==> src/rtl/sbr_pkg.sv <==
package sbr_pkg;
  localparam int unsigned CRC_W = 16;
  localparam logic [CRC_W-1:0] CRC_POLY_DEF = 16'h1021;
  localparam logic [CRC_W-1:0] CRC_SEED_DEF = 16'hFFFF;
  localparam int unsigned SYNC_STAGES = 2;
endpackage

==> src/rtl/sbr_edge_capture.sv <==
module sbr_edge_capture
  import sbr_pkg::*;
#(
  parameter int unsigned W = 16
) (
  input  logic         clk,
  input  logic         rst_n,
  input  logic         en_i,
  input  logic         strb_i,
  input  logic [W-1:0] data_i,
  output logic         word_vld_o,
  output logic [W-1:0] word_o
);
  localparam int unsigned S = SYNC_STAGES;

  logic [S-1:0] strb_q, strb_d;
  logic [W-1:0] data_q [S];
  logic [W-1:0] data_d [S];
  logic         last_q, last_d;

  // next-state: shift strobe and data through matched stages
  always_comb begin
    strb_d    = {strb_q[S-2:0], strb_i};
    data_d[0] = data_i;
    for (int k = 1; k < S; k++) begin
      data_d[k] = data_q[k-1];
    end
    last_d = strb_q[S-1];
  end

  always_ff @(posedge clk or negedge rst_n) begin
    if (!rst_n) begin
      strb_q <= '0;
      last_q <= 1'b0;
      for (int k = 0; k < S; k++) begin
        data_q[k] <= '0;
      end
    end else begin
      strb_q <= strb_d;
      last_q <= last_d;
      for (int k = 0; k < S; k++) begin
        data_q[k] <= data_d[k];
      end
    end
  end

  // any transition of the synchronized strobe marks one word
  assign word_vld_o = en_i && (strb_q[S-1] != last_q);
  assign word_o     = data_q[S-1];
endmodule

==> src/rtl/sbr_fifo.sv <==
module sbr_fifo #(
  parameter int unsigned W     = 16,
  parameter int unsigned DEPTH = 8
) (
  input  logic                       clk,
  input  logic                       rst_n,
  input  logic                       wr_i,
  input  logic [W-1:0]               wr_data_i,
  input  logic                       rd_i,
  output logic [W-1:0]               rd_data_o,
  output logic                       vld_o,
  output logic                       full_o,
  output logic [$clog2(DEPTH+1)-1:0] count_o
);
  localparam int unsigned AW = (DEPTH > 1) ? $clog2(DEPTH) : 1;
  localparam int unsigned CW = $clog2(DEPTH+1);
  localparam logic [AW-1:0] LAST = AW'(DEPTH-1);

  logic [W-1:0]  mem [DEPTH];
  logic [AW-1:0] wp_q, wp_d, rp_q, rp_d;
  logic [CW-1:0] cnt_q, cnt_d;
  logic          do_wr, do_rd;

  assign full_o  = (cnt_q == CW'(DEPTH));
  assign vld_o   = (cnt_q != '0);
  assign do_wr   = wr_i && !full_o;
  assign do_rd   = rd_i && vld_o;
  assign count_o = cnt_q;
  assign rd_data_o = mem[rp_q];

  always_comb begin
    wp_d  = wp_q;
    rp_d  = rp_q;
    cnt_d = cnt_q;
    if (do_wr) wp_d = (wp_q == LAST) ? '0 : wp_q + 1'b1;
    if (do_rd) rp_d = (rp_q == LAST) ? '0 : rp_q + 1'b1;
    case ({do_wr, do_rd})
      2'b10:   cnt_d = cnt_q + 1'b1;
      2'b01:   cnt_d = cnt_q - 1'b1;
      default: cnt_d = cnt_q;
    endcase
  end

  always_ff @(posedge clk or negedge rst_n) begin
    if (!rst_n) begin
      wp_q  <= '0;
      rp_q  <= '0;
      cnt_q <= '0;
    end else begin
      wp_q  <= wp_d;
      rp_q  <= rp_d;
      cnt_q <= cnt_d;
    end
  end

  // storage needs no reset; written before it is read
  always_ff @(posedge clk) begin
    if (do_wr) mem[wp_q] <= wr_data_i;
  end
endmodule

==> src/rtl/sbr_crc_check.sv <==
module sbr_crc_check
  import sbr_pkg::*;
#(
  parameter int unsigned      W    = 16,
  parameter logic [CRC_W-1:0] POLY = CRC_POLY_DEF,
  parameter logic [CRC_W-1:0] SEED = CRC_SEED_DEF
) (
  input  logic             clk,
  input  logic             rst_n,
  input  logic             start_i,
  input  logic             upd_i,
  input  logic [W-1:0]     word_i,
  input  logic             chk_i,
  input  logic [CRC_W-1:0] chk_word_i,
  input  logic             clr_i,
  output logic [CRC_W-1:0] crc_o,
  output logic             err_o
);
  logic [CRC_W-1:0] crc_q, crc_d, base, acc;
  logic             err_q, err_d, fb, mismatch;

  // serial division unrolled over every data bit, MSB first
  always_comb begin
    base = start_i ? SEED : crc_q;
    acc  = base;
    fb   = 1'b0;
    for (int i = W-1; i >= 0; i--) begin
      fb  = acc[CRC_W-1] ^ word_i[i];
      acc = {acc[CRC_W-2:0], 1'b0} ^ (fb ? POLY : '0);
    end
    crc_d = upd_i ? acc : base;
  end

  assign mismatch = chk_i && (chk_word_i != crc_q);

  // set takes priority over clear
  always_comb begin
    if (mismatch)   err_d = 1'b1;
    else if (clr_i) err_d = 1'b0;
    else            err_d = err_q;
  end

  always_ff @(posedge clk or negedge rst_n) begin
    if (!rst_n) begin
      crc_q <= SEED;
      err_q <= 1'b0;
    end else begin
      crc_q <= crc_d;
      err_q <= err_d;
    end
  end

  assign crc_o = crc_q;
  assign err_o = err_q;
endmodule

==> src/rtl/strobe_burst_rx.sv <==
module strobe_burst_rx
  import sbr_pkg::*;
#(
  parameter int unsigned      W        = 16,
  parameter int unsigned      DEPTH    = 8,
  parameter int unsigned      SLACK    = 4,
  parameter logic [CRC_W-1:0] CRC_POLY = CRC_POLY_DEF,
  parameter logic [CRC_W-1:0] CRC_SEED = CRC_SEED_DEF
) (
  input  logic             clk,
  input  logic             rst_n,
  input  logic             burst_i,
  input  logic             strb_i,
  input  logic [W-1:0]     data_i,
  output logic             rdy_o,
  input  logic             crc_chk_i,
  input  logic [CRC_W-1:0] crc_word_i,
  input  logic             err_clr_i,
  output logic             err_o,
  output logic             out_vld_o,
  output logic [W-1:0]     out_data_o,
  input  logic             out_take_i
);
  localparam int unsigned CNT_W  = $clog2(DEPTH+1);
  localparam int unsigned RDY_LIM = DEPTH - SLACK;

  logic             burst_q, burst_start;
  logic             cap_vld;
  logic [W-1:0]     cap_word;
  logic             fifo_full;
  logic [CNT_W-1:0] fifo_count;
  logic [CRC_W-1:0] crc_val;
  logic             pop;

  always_ff @(posedge clk or negedge rst_n) begin
    if (!rst_n) burst_q <= 1'b0;
    else        burst_q <= burst_i;
  end
  assign burst_start = burst_i && !burst_q;

  sbr_edge_capture #(.W(W)) u_cap (
    .clk       (clk),
    .rst_n     (rst_n),
    .en_i      (burst_i),
    .strb_i    (strb_i),
    .data_i    (data_i),
    .word_vld_o(cap_vld),
    .word_o    (cap_word)
  );

  assign pop = out_take_i && out_vld_o;

  sbr_fifo #(.W(W), .DEPTH(DEPTH)) u_fifo (
    .clk      (clk),
    .rst_n    (rst_n),
    .wr_i     (cap_vld),
    .wr_data_i(cap_word),
    .rd_i     (out_take_i),
    .rd_data_o(out_data_o),
    .vld_o    (out_vld_o),
    .full_o   (fifo_full),
    .count_o  (fifo_count)
  );

  // room for SLACK more words remains when ready drops
  assign rdy_o = (fifo_count < CNT_W'(RDY_LIM));

  sbr_crc_check #(.W(W), .POLY(CRC_POLY), .SEED(CRC_SEED)) u_crc (
    .clk       (clk),
    .rst_n     (rst_n),
    .start_i   (burst_start),
    .upd_i     (cap_vld),
    .word_i    (cap_word),
    .chk_i     (crc_chk_i),
    .chk_word_i(crc_word_i),
    .clr_i     (err_clr_i),
    .crc_o     (crc_val),
    .err_o     (err_o)
  );
endmodule

==> config.mk <==
export PLATFORM = sky130hd
export DESIGN_NAME = strobe_burst_rx
export DESIGN_NICKNAME = d
export VERILOG_FILES = /design/src/rtl/sbr_pkg.sv /design/src/rtl/sbr_edge_capture.sv /design/src/rtl/sbr_fifo.sv /design/src/rtl/sbr_crc_check.sv /design/src/rtl/strobe_burst_rx.sv
export SDC_FILE = /design/constraint.sdc
export NUM_CORES = 1
export LEC_CHECK = 0
export ABC_AREA = 1
export BUFFER_PORTS_ARGS = -buffer_cell sky130_fd_sc_hd__buf_2
export CORE_MARGIN = 4
export CORE_UTILIZATION = 60
export DETAILED_ROUTE_END_ITERATION = 16
export GPL_ROUTABILITY_DRIVEN = 0
export PLACE_DENSITY = 0.89
export SLEW_MARGIN = 20
export SYNTH_ARGS = -nofsm -noshare
export SYNTH_HDL_FRONTEND = slang
export SYNTH_SLANG_ARGS = --single-unit
==> constraint.sdc <==
create_clock -name clk -period 6.9 [get_ports clk]
set_input_delay 0.69 -clock clk [delete_from_list [all_inputs] [get_ports clk]]
set_output_delay 0.69 -clock clk [all_outputs]
set_load 0.02 [all_outputs]
==> load_flow_metrics.sql <==
INSERT INTO impl_metrics (metric_group, metric, value, unit) VALUES
('clocking', 'clock_root_cell', 'clkbuf_16', ''),
('pwr', 'power_switching', '1.52', 'mW'),
('pwr', 'power.sequential.fraction', '38.9', '%'),
('pwr', 'internal_power', '2.45', 'mW'),
('worst_hold_path', 'min-delay-path-class', 'register to register', ''),
('grt', 'first_pass_grt_wire_length', '28.5', 'mm'),
('routing', 'via_per_inst', '5.65', ''),
('outcome', 'run_status', 'finished, final reports clean', ''),
('routing', 'post-route-drc-count', '0', ''),
('routing', 'first_iter_violations', '581', ''),
('timing', 'setup_viol_count_final', '0', ''),
('logic_synthesis', 'synth_seq_area_share', '64.9', '%'),
('finish', 'stdcell_area', '9470', 'sq um'),
('clocking', 'hold_buffer_count_at_cts', '0', ''),
('setup_path', 'crit_path_required_time', '6.21', 'ns'),
('place', 'area_after_detailed_placement', '8860', 'sq um'),
('grt', 'gr-usage-met2', '38.2', '%'),
('logic_synthesis', 'synth_top_area_share', '45.9', '%'),
('floorplanning', 'chipHeight', '126', 'um'),
('floorplanning', 'floorplan.rows', '42', ''),
('grt', 'grt_pass1_vias', '5617', ''),
('timing', 'rsz0062_at_grt', 'no', ''),
('logic_synthesis', 'yosysTopAreaCell', 'edfxtp_1', ''),
('logic_synthesis', 'synthAdderAreaFrac', '1.28', '%'),
('timing', 'achievable-frequency', '270', 'MHz'),
('timing', 'hold-worst-slack', '0.343', 'ns'),
('clocking', 'cts.reportedPaths.clkPinSlew', '0.07', 'ns'),
('grt', 'met3_resource_use_gr', '3.90', '%'),
('clocking', 'clock_insertion_delay_worst_skew', '0.42', 'ns'),
('setup_path', 'critical_path_cell_count', '6', ''),
('grt', 'grt.total_usage', '23.2', '%'),
('floorplanning', 'die-width', '126', 'um'),
('clocking', 'clock_sinks', '191', ''),
('logic_synthesis', 'synth-compound-area-share', '7.87', '%'),
('floorplanning', 'core-area', '13500', 'sq um'),
('place', 'detailed_place_hpwl', '11.3', 'mm'),
('setup_path', 'cp_cell_sequence', 'inv_1, o21ai_0, o22ai_1, nor2_1, a31oi_1, buf_2', ''),
('setup_path', 'path_buf_inv', '2', ''),
('pwr', 'power', '3.97', 'mW'),
('grt', 'grt_start_max_net_pins', '66', ''),
('setup_path', 'crit_path_max_fanout', '34', ''),
('clocking', 'cts_setup_buffers', '0', ''),
('grt', 'antenna_found_initial', '0', ''),
('logic_synthesis', 'synth.cell_area', '8380', 'sq um'),
('logic_synthesis', 'mean_instance_size_in_the_synthesized_netlist', '10.9', 'sq um'),
('logic_synthesis', 'yosysUniqueCellTypes', '37', ''),
('pwr', 'power.density', '420', 'nW/um^2'),
('timing', 'worst_slew_pin_slew', '1.08', 'ns'),
('setup_path', 'worst-endpoint-arrival', '3.02', 'ns'),
('timing', 'final_hold_viol_count', '0', ''),
('setup_path', 'path_delay_family', 'buffers and inverters', ''),
('run', 'count_of_max_cap_constraint_violations', '0', ''),
('clocking', 'h_tree_depth', '4', ''),
('floorplanning', 'floorplan.initialDensity', '62.3', '%'),
('grt', 'grt.overflow.total', '0', ''),
('pwr', 'p_clk_share', '24.6', '%'),
('finish', 'syn2layout_area_growth', '12.9', '%'),
('pwr', 'share_comb_of_total_power', '36.5', '%'),
('logic_synthesis', 'synth_xor_area_share', '3.99', '%'),
('floorplanning', 'floorplan.die_area', '15900', 'sq um'),
('finish', 'final_net_count', '878', ''),
('finish', 'drive_above_1_share', '20.7', '%'),
('timing', 'final_layout_setup_total_negative_slack', '0', 'ns'),
('timing', 'finalCriticalPeriod', '3.71', 'ns'),
('routing', 'drt-wirelength-per-cell', '17.6', 'um'),
('setup_path', 'critPathKind', 'register to output pin', ''),
('pwr', 'netSwitchingFraction', '38.3', '%'),
('clocking', 'tritoncts_clock_tree', 'yes', ''),
('clocking', 'post_cts_resized', '0', ''),
('logic_synthesis', 'postSynthRegisterBits', '191', ''),
('grt', 'global_routing_met1_resource_utilization', '30.9', '%');
==> per-stage QoR <==
stage               utilization [%]  cells  worst slack [ns]
floorplan                         -    771              4.31
CTS                            70.4   1020              2.91
global placement               65.8    988              3.47
finish                         70.4   1020              3.19
detailed placement             65.8    988              3.39
global route                   70.4   1020              2.99
==> synthesized netlist by cell type <==
master and n:
dfstp_2 16, a31oi_4 1, nor3_2 1, nor2_1 139, nor2_4 1, nor4_1 2
nand3b_1 2, or2_1 1, o21a_1 1, dfrtp_1 47, a211oi_1 1, xnor2_2 1
fa_1 1, nand2_2 26, edfxtp_1 128, nor2_2 1, nand2_4 7, ha_1 7
a31oi_1 17, xnor2_1 13, inv_1 62, nand4_1 3, a21oi_1 4, nand2_1 102
buf_2 2, clkbuf_1 23, nand3_1 31, inv_2 5, buf_6 2, o22ai_1 17
o21ai_0 76, nand3_2 8, and2_1 1, xor2_1 14, xor2_2 5, buf_1 1
o21ai_1 2
==> logic make-up (layout without fill, tap and decap cells) <==
logic type | after synthesis | after routing
AND/OR/NAND/NOR | 325 | 325
flip-flops | 191 | 191
AO/OA/AOI/OAI | 119 | 119
buffers and inverters | 95 | 168
XOR/XNOR | 33 | 33
adder cells (fa/ha/maj) | 8 | 8
==> final timing paths <==
check                           slack (ns)        startpoint          endpoint
worst max-delay path                  3.19    u_fifo.rp_q[1]     out_data_o[3]
worst min-delay path                  0.34  u_cap.data_d[14]  u_cap.word_o[14]
worst max register to register        3.81   u_cap.strb_q[1]  u_fifo.mem[1][0]
worst min register to register        0.34  u_cap.data_d[14]  u_cap.word_o[14]
max in group asynchronous             5.94             rst_n    u_fifo.rp_q[0]
min in group asynchronous             0.43             rst_n  u_cap.word_o[10]
==> state kept, by name, summed over array words and instances (netlist names), 2 cells and up <==
signal,cells
u_fifo.count_o,4
u_fifo.wp_q,3
u_fifo.rp_q,3
u_cap.strb_q,2
u_fifo.mem,128
u_cap.data_d,16
u_crc.crc_o,16
u_cap.word_o,16
==> cell usage in the layout, fill, tap and decap left out, types with 2 or more instances in the layout <==
cell and n:
nor2_1 139, edfxtp_1 128, nand2_1 102, o21ai_0 76, inv_1 61, buf_2 57
dfrtp_1 45, nand3_1 31, nand2_2 26, clkbuf_16 21, a31oi_1 17, o22ai_1 17
dfstp_2 16, xor2_1 14, xnor2_1 13, buf_4 12, nand3_2 8, nand2_4 7
ha_1 7, xor2_2 5, inv_2 5, a21oi_1 4, nand4_1 3, clkinv_2 3
nand3b_1 2, o21ai_1 2, nor4_1 2, inv_6 2, clkinv_4 2, dfrtp_2 2
==> power by group through the flow <==
| stage | combinational [mW] | clock, mW | sequential (mW) |
|---|---|---|---|
| after floorplan | 1.11 | 0 | 1.49 |
| after global routing | 1.62 | 1.04 | 1.56 |
| final | 1.45 | 0.979 | 1.55 |
| after detailed placement | 1.43 | 0 | 1.56 |
| after CTS | 1.45 | 0.984 | 1.54 |
| after global placement | 1.38 | 0 | 1.56 |
==> per-layer routing <==
metal  routed length [um]  part of all wire, %  up-vias
li1                     -                    -     2703
met1                 7200                   40     2750
met2                 8900                   50      266
met3                 1340                  7.5       41
met4                  481                  2.7        0
met5                    0                    0        -
==> final cells by class <==
class | instances | area (sq um) | area share [%]
clock inverters | 9 | 63.8 | 0.674
multi-input cells | 485 | 2570 | 27.1
repair buffers | 69 | 375 | 3.97
inverters | 67 | 251 | 2.66
well taps | 176 | 220 | 2.33
flip-flops and latches | 191 | 5440 | 57.5
clock buffers | 23 | 544 | 5.75
No activity file was read; power rests on OpenSTA's default activity.
